<file path="src/rtl/smbcfg_pkg.sv">
package smbcfg_pkg;

  typedef enum logic [2:0] {
    PH_IDLE,
    PH_ADDR,
    PH_INDEX,
    PH_COUNT,
    PH_WDATA,
    PH_RCOUNT,
    PH_RDATA,
    PH_SKIP
  } phase_e;

  localparam int BYTE_W = 8;

  localparam logic [7:0] IDX_CTRL  = 8'd0;
  localparam logic [7:0] IDX_ENA   = 8'd1;
  localparam logic [7:0] IDX_STOP  = 8'd2;
  localparam logic [7:0] IDX_PINS  = 8'd3;
  localparam logic [7:0] IDX_IDENT = 8'd4;
  localparam logic [7:0] IDX_DEV   = 8'd5;
  localparam logic [7:0] IDX_CNT   = 8'd6;
  localparam logic [7:0] IDX_DIVH  = 8'd10;
  localparam logic [7:0] IDX_DIVL  = 8'd11;
  localparam logic [7:0] IDX_LAST  = 8'd11;

  localparam logic [7:0] RST_ENA   = 8'hFF;
  localparam logic [7:0] RST_STOP  = 8'h00;
  localparam logic [7:0] RST_CNT   = 8'h07;
  localparam logic [3:0] VENDOR_NIB = 4'h1;
  localparam logic [7:0] DEV_CODE  = 8'h08;

endpackage

</file>
<file path="src/rtl/smbcfg_sync.sv">
module smbcfg_sync #(
  parameter int STAGES = 2
) (
  input  logic clk,
  input  logic rst_n,
  input  logic scl_raw,
  input  logic sda_raw,
  output logic scl_lvl,
  output logic sda_lvl,
  output logic scl_rise,
  output logic scl_fall,
  output logic start_ev,
  output logic stop_ev
);
  // bit 1 = SCL, bit 0 = SDA; both lines share one chain so their delays match
  logic [STAGES-1:0][1:0] chain_q;
  logic [1:0]             prev_q;
  logic [1:0]             cur;

  always_ff @(posedge clk or negedge rst_n) begin
    if (!rst_n) begin
      chain_q <= '1;
      prev_q  <= 2'b11;
    end else begin
      chain_q[0] <= {scl_raw, sda_raw};
      for (int i = 1; i < STAGES; i++) chain_q[i] <= chain_q[i-1];
      prev_q <= chain_q[STAGES-1];
    end
  end

  assign cur      = chain_q[STAGES-1];
  assign scl_lvl  = cur[1];
  assign sda_lvl  = cur[0];
  assign scl_rise = cur[1] & ~prev_q[1];
  assign scl_fall = ~cur[1] & prev_q[1];
  assign start_ev = cur[1] & prev_q[1] & prev_q[0] & ~cur[0];
  assign stop_ev  = cur[1] & prev_q[1] & ~prev_q[0] & cur[0];

endmodule

</file>
<file path="src/rtl/smbcfg_link.sv">
module smbcfg_link
  import smbcfg_pkg::*;
#(
  parameter logic [6:0] DEV_ADDR = 7'h6E,
  parameter logic [7:0] LAST_IDX = 8'd11
) (
  input  logic       clk,
  input  logic       rst_n,
  input  logic       scl_lvl,
  input  logic       sda_lvl,
  input  logic       scl_rise,
  input  logic       scl_fall,
  input  logic       start_ev,
  input  logic       stop_ev,
  input  logic [7:0] rd_data,
  input  logic [7:0] cnt_val,
  output logic       sda_oe,
  output logic       wr_en,
  output logic [7:0] wr_idx,
  output logic [7:0] wr_data,
  output logic [7:0] rd_idx
);
  localparam logic [7:0] ADDR_WR = {DEV_ADDR, 1'b0};
  localparam logic [7:0] ADDR_RD = {DEV_ADDR, 1'b1};

  phase_e     phase_q, phase_d;
  logic [3:0] bit_q, bit_d;
  logic [7:0] rx_q, rx_d;
  logic [7:0] tx_q, tx_d;
  logic [7:0] idx_q, idx_d;
  logic [7:0] left_q, left_d;
  logic       tx_on_q, tx_on_d;
  logic       mack_q, mack_d;
  logic       oe_q, oe_d;

  function automatic logic [7:0] bump(input logic [7:0] v);
    return (v == 8'hFF) ? v : v + 8'd1;
  endfunction

  always_comb begin
    phase_d = phase_q;
    bit_d   = bit_q;
    rx_d    = rx_q;
    tx_d    = tx_q;
    idx_d   = idx_q;
    left_d  = left_q;
    tx_on_d = tx_on_q;
    mack_d  = mack_q;
    oe_d    = oe_q;
    if (stop_ev) begin
      phase_d = PH_IDLE;
      bit_d   = 4'd0;
      tx_on_d = 1'b0;
      oe_d    = 1'b0;
    end else if (start_ev) begin
      phase_d = PH_ADDR;
      bit_d   = 4'd0;
      tx_on_d = 1'b0;
      oe_d    = 1'b0;
    end else if (phase_q != PH_IDLE) begin
      if (scl_rise) begin
        if (bit_q < 4'd8) begin
          rx_d  = {rx_q[6:0], sda_lvl};
          bit_d = bit_q + 4'd1;
        end else if (bit_q == 4'd8) begin
          mack_d = ~sda_lvl;
          bit_d  = 4'd9;
        end
      end else if (scl_fall) begin
        if (bit_q == 4'd8) begin
          if (tx_on_q) begin
            oe_d = 1'b0;
          end else begin
            case (phase_q)
              PH_ADDR: begin
                if (rx_q == ADDR_WR) begin
                  phase_d = PH_INDEX;
                  oe_d    = 1'b1;
                end else if (rx_q == ADDR_RD) begin
                  phase_d = PH_RCOUNT;
                  oe_d    = 1'b1;
                end else begin
                  phase_d = PH_SKIP;
                end
              end
              PH_INDEX: begin
                idx_d   = rx_q;
                phase_d = PH_COUNT;
                oe_d    = 1'b1;
              end
              PH_COUNT: begin
                left_d  = rx_q;
                phase_d = PH_WDATA;
                oe_d    = 1'b1;
              end
              PH_WDATA: begin
                oe_d = 1'b1;
                if (left_q != 8'd0) begin
                  left_d = left_q - 8'd1;
                  idx_d  = bump(idx_q);
                end
              end
              default: oe_d = 1'b0;
            endcase
          end
        end else if (bit_q == 4'd9) begin
          bit_d = 4'd0;
          if (tx_on_q) begin
            if (mack_q) begin
              tx_d    = rd_data;
              oe_d    = ~rd_data[7];
              idx_d   = bump(idx_q);
              phase_d = PH_RDATA;
            end else begin
              tx_on_d = 1'b0;
              oe_d    = 1'b0;
              phase_d = PH_SKIP;
            end
          end else if (phase_q == PH_RCOUNT) begin
            tx_d    = cnt_val;
            oe_d    = ~cnt_val[7];
            tx_on_d = 1'b1;
          end else begin
            oe_d = 1'b0;
          end
        end else if (tx_on_q && bit_q != 4'd0) begin
          tx_d = {tx_q[6:0], 1'b0};
          oe_d = ~tx_q[6];
        end
      end
    end
  end

  always_ff @(posedge clk or negedge rst_n) begin
    if (!rst_n) begin
      phase_q <= PH_IDLE;
      bit_q   <= 4'd0;
      rx_q    <= 8'd0;
      tx_q    <= 8'd0;
      idx_q   <= 8'd0;
      left_q  <= 8'd0;
      tx_on_q <= 1'b0;
      mack_q  <= 1'b0;
      oe_q    <= 1'b0;
    end else begin
      phase_q <= phase_d;
      bit_q   <= bit_d;
      rx_q    <= rx_d;
      tx_q    <= tx_d;
      idx_q   <= idx_d;
      left_q  <= left_d;
      tx_on_q <= tx_on_d;
      mack_q  <= mack_d;
      oe_q    <= oe_d;
    end
  end

  assign sda_oe  = oe_q;
  assign rd_idx  = idx_q;
  assign wr_idx  = idx_q;
  assign wr_data = rx_q;
  assign wr_en   = (phase_q == PH_WDATA) && !tx_on_q && scl_fall && (bit_q == 4'd8)
                   && (left_q != 8'd0) && (idx_q <= LAST_IDX);

  // the data line is let go once a stop has been seen
  assert_release_after_stop_R12: assert property (@(posedge clk) disable iff (!rst_n)
    stop_ev |=> !sda_oe);

  // the pull-low enable never moves while SCL is high
  assert_drive_scl_low_R12: assert property (@(posedge clk) disable iff (!rst_n)
    !$stable(oe_q) |-> !scl_lvl);

  // a foreign address leaves the line alone for the rest of the transfer
  assert_skip_quiet_R2: assert property (@(posedge clk) disable iff (!rst_n)
    (phase_q == PH_SKIP) |-> !oe_q);

  // transmit mode only exists inside the read phases
  assert_tx_in_read_R5: assert property (@(posedge clk) disable iff (!rst_n)
    tx_on_q |-> (phase_q == PH_RCOUNT || phase_q == PH_RDATA));

endmodule

</file>
<file path="src/rtl/smbcfg_regs.sv">
module smbcfg_regs
  import smbcfg_pkg::*;
#(
  parameter int         NUM_OUT = 8,
  parameter logic [3:0] REV_ID  = 4'h0
) (
  input  logic               clk,
  input  logic               rst_n,
  input  logic [4:0]         strap_bits,
  input  logic               wr_en,
  input  logic [7:0]         wr_idx,
  input  logic [7:0]         wr_data,
  input  logic [7:0]         rd_idx,
  output logic [7:0]         rd_data,
  output logic [7:0]         cnt_val,
  output logic               src_sel,
  output logic [2:0]         rate_sel,
  output logic               spread_en,
  output logic               spread_center,
  output logic               sw_ctrl,
  output logic               stop_hiz,
  output logic [NUM_OUT-1:0] out_en,
  output logic [NUM_OUT-1:0] stoppable,
  output logic [9:0]         ndiv,
  output logic [5:0]         mdiv
);
  logic [4:0] lat_q, lat_d;
  logic [4:0] sw_q, sw_d;
  logic [2:0] lo_q, lo_d;
  logic [7:0] ena_q, ena_d;
  logic [7:0] stp_q, stp_d;
  logic [7:0] cnt_q, cnt_d;
  logic [7:0] divh_q, divh_d;
  logic [7:0] divl_q, divl_d;
  logic       done_q, done_d;
  logic [4:0] eff;

  always_comb begin
    lat_d  = lat_q;
    sw_d   = sw_q;
    lo_d   = lo_q;
    ena_d  = ena_q;
    stp_d  = stp_q;
    cnt_d  = cnt_q;
    divh_d = divh_q;
    divl_d = divl_q;
    done_d = done_q;
    if (!done_q) begin
      lat_d  = strap_bits;
      sw_d   = strap_bits;
      done_d = 1'b1;
    end else if (wr_en) begin
      case (wr_idx)
        IDX_CTRL: begin
          lo_d = wr_data[2:0];
          if (lo_q[2]) sw_d = wr_data[7:3];
        end
        IDX_ENA:  ena_d  = wr_data;
        IDX_STOP: stp_d  = wr_data;
        IDX_CNT:  cnt_d  = wr_data;
        IDX_DIVH: divh_d = wr_data;
        IDX_DIVL: divl_d = wr_data;
        default:  ;
      endcase
    end
  end

  always_ff @(posedge clk or negedge rst_n) begin
    if (!rst_n) begin
      lat_q  <= 5'd0;
      sw_q   <= 5'd0;
      lo_q   <= 3'd0;
      ena_q  <= RST_ENA;
      stp_q  <= RST_STOP;
      cnt_q  <= RST_CNT;
      divh_q <= 8'd0;
      divl_q <= 8'd0;
      done_q <= 1'b0;
    end else begin
      lat_q  <= lat_d;
      sw_q   <= sw_d;
      lo_q   <= lo_d;
      ena_q  <= ena_d;
      stp_q  <= stp_d;
      cnt_q  <= cnt_d;
      divh_q <= divh_d;
      divl_q <= divl_d;
      done_q <= done_d;
    end
  end

  assign eff = lo_q[2] ? sw_q : lat_q;

  always_comb begin
    case (rd_idx)
      IDX_CTRL:  rd_data = {eff, lo_q};
      IDX_ENA:   rd_data = ena_q;
      IDX_STOP:  rd_data = stp_q;
      IDX_PINS:  rd_data = {strap_bits, 3'b000};
      IDX_IDENT: rd_data = {REV_ID, VENDOR_NIB};
      IDX_DEV:   rd_data = DEV_CODE;
      IDX_CNT:   rd_data = cnt_q;
      IDX_DIVH:  rd_data = divh_q;
      IDX_DIVL:  rd_data = divl_q;
      default:   rd_data = 8'h00;
    endcase
  end

  assign cnt_val       = cnt_q;
  assign src_sel       = eff[4];
  assign rate_sel      = eff[3:1];
  assign spread_en     = eff[0];
  assign sw_ctrl       = lo_q[2];
  assign stop_hiz      = lo_q[1];
  assign spread_center = lo_q[0];
  assign out_en        = ena_q[NUM_OUT-1:0];
  assign stoppable     = stp_q[NUM_OUT-1:0];
  assign ndiv          = {divh_q[7:6], divl_q};
  assign mdiv          = divh_q[5:0];

  // the protocol side never asks for a store past the last register
  assert_wr_in_range_R11: assert property (@(posedge clk) disable iff (!rst_n)
    wr_en |-> (wr_idx <= IDX_LAST));

  // enables move only on a store aimed at their register
  assert_ena_by_write_R10: assert property (@(posedge clk) disable iff (!rst_n)
    !$stable(ena_q) |-> $past(wr_en && wr_idx == IDX_ENA));

  // under hardware control the strapped fields hold still
  assert_hw_hold_R7: assert property (@(posedge clk) disable iff (!rst_n)
    (done_q && $past(done_q) && !lo_q[2] && !$past(lo_q[2]))
      |-> $stable({src_sel, rate_sel, spread_en}));

endmodule

</file>
<file path="src/rtl/smb_cfg_target.sv">
module smb_cfg_target
  import smbcfg_pkg::*;
#(
  parameter int         NUM_OUT     = 8,
  parameter int         SYNC_STAGES = 2,
  parameter logic [6:0] DEV_ADDR    = 7'h6E,
  parameter logic [3:0] REV_ID      = 4'h0
) (
  input  logic               clk,
  input  logic               rst_n,
  input  logic               scl_in,
  input  logic               sda_in,
  output logic               sda_oe,
  input  logic               strap_src,
  input  logic [2:0]         strap_rate,
  input  logic               strap_spread,
  output logic               src_sel,
  output logic [2:0]         rate_sel,
  output logic               spread_en,
  output logic               spread_center,
  output logic               sw_ctrl,
  output logic               stop_hiz,
  output logic [NUM_OUT-1:0] out_en,
  output logic [NUM_OUT-1:0] stoppable,
  output logic [9:0]         ndiv,
  output logic [5:0]         mdiv
);
  logic       scl_lvl, sda_lvl, scl_rise, scl_fall, start_ev, stop_ev;
  logic       wr_en;
  logic [7:0] wr_idx, wr_data, rd_idx, rd_data, cnt_val;

  smbcfg_sync #(.STAGES(SYNC_STAGES)) u_sync (
    .clk      (clk),
    .rst_n    (rst_n),
    .scl_raw  (scl_in),
    .sda_raw  (sda_in),
    .scl_lvl  (scl_lvl),
    .sda_lvl  (sda_lvl),
    .scl_rise (scl_rise),
    .scl_fall (scl_fall),
    .start_ev (start_ev),
    .stop_ev  (stop_ev)
  );

  smbcfg_link #(.DEV_ADDR(DEV_ADDR), .LAST_IDX(IDX_LAST)) u_link (
    .clk      (clk),
    .rst_n    (rst_n),
    .scl_lvl  (scl_lvl),
    .sda_lvl  (sda_lvl),
    .scl_rise (scl_rise),
    .scl_fall (scl_fall),
    .start_ev (start_ev),
    .stop_ev  (stop_ev),
    .rd_data  (rd_data),
    .cnt_val  (cnt_val),
    .sda_oe   (sda_oe),
    .wr_en    (wr_en),
    .wr_idx   (wr_idx),
    .wr_data  (wr_data),
    .rd_idx   (rd_idx)
  );

  smbcfg_regs #(.NUM_OUT(NUM_OUT), .REV_ID(REV_ID)) u_regs (
    .clk           (clk),
    .rst_n         (rst_n),
    .strap_bits    ({strap_src, strap_rate, strap_spread}),
    .wr_en         (wr_en),
    .wr_idx        (wr_idx),
    .wr_data       (wr_data),
    .rd_idx        (rd_idx),
    .rd_data       (rd_data),
    .cnt_val       (cnt_val),
    .src_sel       (src_sel),
    .rate_sel      (rate_sel),
    .spread_en     (spread_en),
    .spread_center (spread_center),
    .sw_ctrl       (sw_ctrl),
    .stop_hiz      (stop_hiz),
    .out_en        (out_en),
    .stoppable     (stoppable),
    .ndiv          (ndiv),
    .mdiv          (mdiv)
  );

endmodule

</file>
<file path="config.mk">
export PLATFORM = sky130hd
export DESIGN_NAME = smb_cfg_target
export DESIGN_NICKNAME = d
export VERILOG_FILES = /design/src/rtl/smbcfg_pkg.sv /design/src/rtl/smbcfg_sync.sv /design/src/rtl/smbcfg_link.sv /design/src/rtl/smbcfg_regs.sv /design/src/rtl/smb_cfg_target.sv
export SDC_FILE = /design/constraint.sdc
export NUM_CORES = 1
export LEC_CHECK = 0
export ABC_AREA = 1
export BUFFER_PORTS_ARGS = -buffer_cell sky130_fd_sc_hd__buf_2
export CORE_MARGIN = 10
export CORE_UTILIZATION = 65
export DETAILED_ROUTE_END_ITERATION = 7
export PLACE_DENSITY_LB_ADDON = 0.08
export SLEW_MARGIN = 15
export SYNTH_ARGS = -nofsm -noshare
export SYNTH_HDL_FRONTEND = slang
export SYNTH_SLANG_ARGS = --single-unit
export TNS_END_PERCENT = 5
</file>
<file path="constraint.sdc">
create_clock -name clk -period 4.95 [get_ports clk]
set_clock_uncertainty 0.2 [all_clocks]
set_input_delay 0.2475 -clock clk [delete_from_list [all_inputs] [get_ports clk]]
set_output_delay 0.2475 -clock clk [all_outputs]
set_load 0.01 [all_outputs]
</file>
==> flow_summary.rst <==
.. list-table::
   :header-rows: 1

   * - Metric
     - Value
   * - Total of flip-flops plus latches after synthesis
     - 101
   * - Full die area
     - 12900 um2
   * - Actual slew at the worst max-slew pin
     - 1090 ps
   * - Async set-reset flop share out of synthesis
     - 100%
   * - Antenna violations before repair
     - 0
   * - Xor and xnor area share after synthesis
     - 0.463%
   * - Critical Path End
     - u_link.left_q[4]$_DFFE_PN0P_
   * - Layout-stage area growth over the synthesis result
     - 8.86%
   * - Compound-cell area share of the yosys netlist
     - 14.4%
   * - Worst voltage drop across the vdd grid
     - 0.173 mV
   * - CP Data Arrival Time
     - 2830 ps
   * - Simple-gate area share of the yosys netlist
     - 28.8%
   * - Pleak
     - 3.12 nW
   * - Area fraction of the dominant cell type after synthesis
     - 37.0%
   * - Worst Setup SP
     - u_sync.prev_q[1]$_DFF_PN1_
   * - Mean routed wirelength per cell
     - 16.7 um
   * - Post-CTS setup buffer count
     - 0
   * - Slew headroom
     - 26.6%
   * - Placed wire-length estimate
     - 10.8 mm
   * - Multiplexer fraction of the synthesized cell area
     - 0%
   * - R2r worst-path depth
     - 10
   * - Synth Area in Adders
     - 3.08%
   * - Placeable Area
     - 8590 um2
   * - First-iteration detailed-routing DRC count
     - 455
   * - Global-route wire length before repair
     - 24.6 mm
   * - Fin crit share
     - 55.7%
   * - CTS tree
     - built
   * - Final setup violation count
     - 0
   * - Period minus WS final
     - 2760 ps
   * - Number of hold-repair buffers added at the cts stage
     - 8
   * - H-tree Lvls
     - 3
   * - Fraction of final layout cells sized beyond drive strength 1
     - 14.2%
   * - Main combinational cell family by area after synthesis
     - simple AND/OR/NAND/NOR gates
   * - Count of pins over their slew limit
     - 0
   * - Area of all placed cells without fillers
     - 6180 um2
   * - Final #Nets
     - 811
   * - Highest Clock Rate
     - 362 MHz
   * - Post-Syn Instances
     - 742
   * - GRT Overall Usage
     - 23.2%
   * - Reg2reg end
     - u_link.left_q[4]$_DFFE_PN0P_
   * - Crit-path max cell delay
     - 690 ps
   * - Distinct cells, synth
     - 37
   * - Synthesized area per cell
     - 7.65 um2
   * - Status
     - finished, final reports clean
   * - Initial cell density of the core
     - 66.1%
   * - Total power density per cell area
     - 272 nW/um2
   * - Classification of the worst setup path
     - flop to flop
   * - Final Wtd Congestion
     - 0.923
   * - Synthesized net count
     - 765
   * - Post-CTS Resized
     - 0
   * - Count of vias placed by the detailed router
     - 5296
   * - List of cells traversed by the critical path
     - inv_1 -> ha_1 -> inv_1 -> nand2_1 -> nor2_1 -> nand2_1 -> nor3_2 -> inv_1 -> o21ai_0 -> nand2_1
   * - Total grt overflow
     - 0
   * - Synth warn
     - 0
   * - Mean number of vias per cell
     - 5.88
   * - Number of buffers on the longest clock path
     - 2
   * - Detailed Route WL
     - 15.1 mm
   * - Top flip-flop cell by instance count after synthesis
     - dfrtp_1
   * - Worst setup EP type
     - flop
   * - Setup repair after global routing missed its margin
     - no
   * - Crit path max fanout
     - 15
   * - Remaining antenna violation count after routing
     - 0
   * - Area contributors post-synth
     - dfrtp_1 (37%), nand2_1 (12%), dfstp_2 (7.9%)
   * - Critical-path top delay cell
     - nor3_2
   * - Detailed Routing Iterations Pass 1
     - 5
   * - Worst hold-check path type
     - flop to flop
   * - Clock transition at the registers of the reported paths
     - 100 ps
   * - Slack of the worst reg-to-reg path
     - 2190 ps
   * - # Max-Cap Violations
     - 0
   * - Filler Cells Inserted
     - 709
   * - Post-synth design cell area
     - 5680 um2
   * - Required time of the worst setup path
     - 5020 ps
   * - Clock latency at the later pin of the worst-skew pair
     - 380 ps
   * - Placement Rows
     - 34
   * - Antenna cells
     - 0
   * - Number of ports placed on the die boundary
     - 50
   * - Commonest cells in the synthesized netlist
     - nand2_1 (189), dfrtp_1 (84), o21ai_0 (79), inv_1 (77), nor2_1 (77)
   * - Path length in cells of the critical path
     - 10
   * - Final Core Density
     - 71.9%
   * - Count of unresolved DRC violations after routing
     - 0
   * - WP buf/inv
     - 3
   * - Chip width
     - 113 um
   * - CTS buffer count
     - 9
   * - Final total power
     - 1.68 mW
   * - Sequential-to-total area share from yosys stat
     - 44.9%
   * - Largest net degree at the start of global routing
     - 73
   * - Via count of the first global-routing pass
     - 5023
   * - Startpoint type of the worst setup path
     - flop
   * - Library cell with the highest instance count after synthesis
     - nand2_1
   * - Clock tree root driver cell
     - clkbuf_8
   * - Instance area after placement
     - 5920 um2
   * - Top cell family by delay on the critical path
     - simple AND/OR/NAND/NOR gates
   * - Reg2Reg Launch Point
     - u_sync.prev_q[1]$_DFF_PN1_
   * - Number of flops mapped to enable cells by yosys
     - 0
   * - Setup total negative slack
     - 0 ps
   * - Final hold slack
     - 164 ps
   * - Area leader, netlist
     - dfrtp_1
   * - Port Buffers
     - 49
   * - Clock Sink Count
     - 101
   * - Floorplan die height
     - 113 um
   * - Final hold violation count
     - 0
how the worst min path moves through the flow:
stage                                  end                   startpoint  depth (start not counted)
3_5_place_dp       u_sync.cur[1]$_DFF_PN1_  u_sync.chain_q[1]$_DFF_PN1_                          0
4_1_cts            u_sync.cur[0]$_DFF_PN1_  u_sync.chain_q[0]$_DFF_PN1_                          0
5_1_grt            u_sync.cur[1]$_DFF_PN1_  u_sync.chain_q[1]$_DFF_PN1_                          0
2_1_floorplan  u_link.bit_q[0]$_DFFE_PN0P_                        rst_n                          0
6_report           u_sync.cur[0]$_DFF_PN1_  u_sync.chain_q[0]$_DFF_PN1_                          0
3_3_place_gp       u_sync.cur[1]$_DFF_PN1_  u_sync.chain_q[1]$_DFF_PN1_                          0
placed cells by master, fill, tap and decap left out, types with 3 or more instances in the layout:
master,count
nor3_2,3
dfstp_2,17
dfrtp_1,84
o21ai_0,79
nand2_1,189
nand4_1,9
a21oi_1,53
nor2_8,6
buf_2,48
clkbuf_8,9
o22ai_1,3
dlygate4sd3_1,8
nor3_1,10
xor2_1,3
nand3_1,52
o211ai_1,8
nor2_1,77
inv_2,7
inv_1,77
nor4_1,3
nand2_2,3
ha_1,14
a21oi_2,3
kinds of logic after synthesis:
family | after synthesis
and+or+nand+nor | 361
adders and majority gates | 14
xor gates and xnor gates | 3
other | 1
AOI/OAI and AO/OA | 154
DFF | 101
buffers and inverters | 108
power by group:
part,switching (mW),total [mW],internal [mW]
registers,0.0586,0.932,0.873
clock network,0.315,0.509,0.194
logic,0.183,0.239,0.0557
final cells by class:
cell class	instances	area, um2	share of cell area (%)
well taps	108	135	2.19
multi-input cells	533	2660	43.0
repair buffers	58	335	5.42
flip-flops and latches	101	2550	41.2
clock buffers	10	128	2.06
clock inverters	6	56.3	0.911
inverters	85	319	5.16
layer usage:
| metal | vias up | part of all wire, % | routed length, um | GRT usage [%] |
|---|---|---|---|---|
| met5 | - | 0 | 0 | 0 |
| met4 | 0 | 2.1 | 320 | 6.77 |
| met3 | 30 | 7.5 | 1120 | 5.04 |
| met2 | 243 | 48 | 7290 | 38.6 |
| met1 | 2523 | 42 | 6320 | 29.6 |
| li1 | 2500 | - | - | - |
metrics by stage:
step | cells | worst slack, ps
2_1_floorplan | 742 | 2760
3_3_place_gp | 877 | 2390
3_5_place_dp | 877 | 2240
4_1_cts | 901 | 2200
5_1_grt | 901 | 1940
6_report | 901 | 2190
sequential cells by signal, summed over array words and instances (netlist names), 2 cells and up:
register,count
u_link.left_q,8
u_link.rd_idx,8
u_link.wr_data,8
u_regs.cnt_val,8
u_regs.divh_q,8
u_regs.divl_q,8
u_regs.out_en,8
u_regs.stoppable,8
u_link.tx_q,7
u_regs.lat_q,5
u_regs.sw_q,5
u_link.bit_q,4
u_link.phase_q,3
u_regs.lo_q,3
u_sync.chain_q,2
u_sync.cur,2
u_sync.prev_q,2
Note: power is estimated with default switching activity, not from simulation.
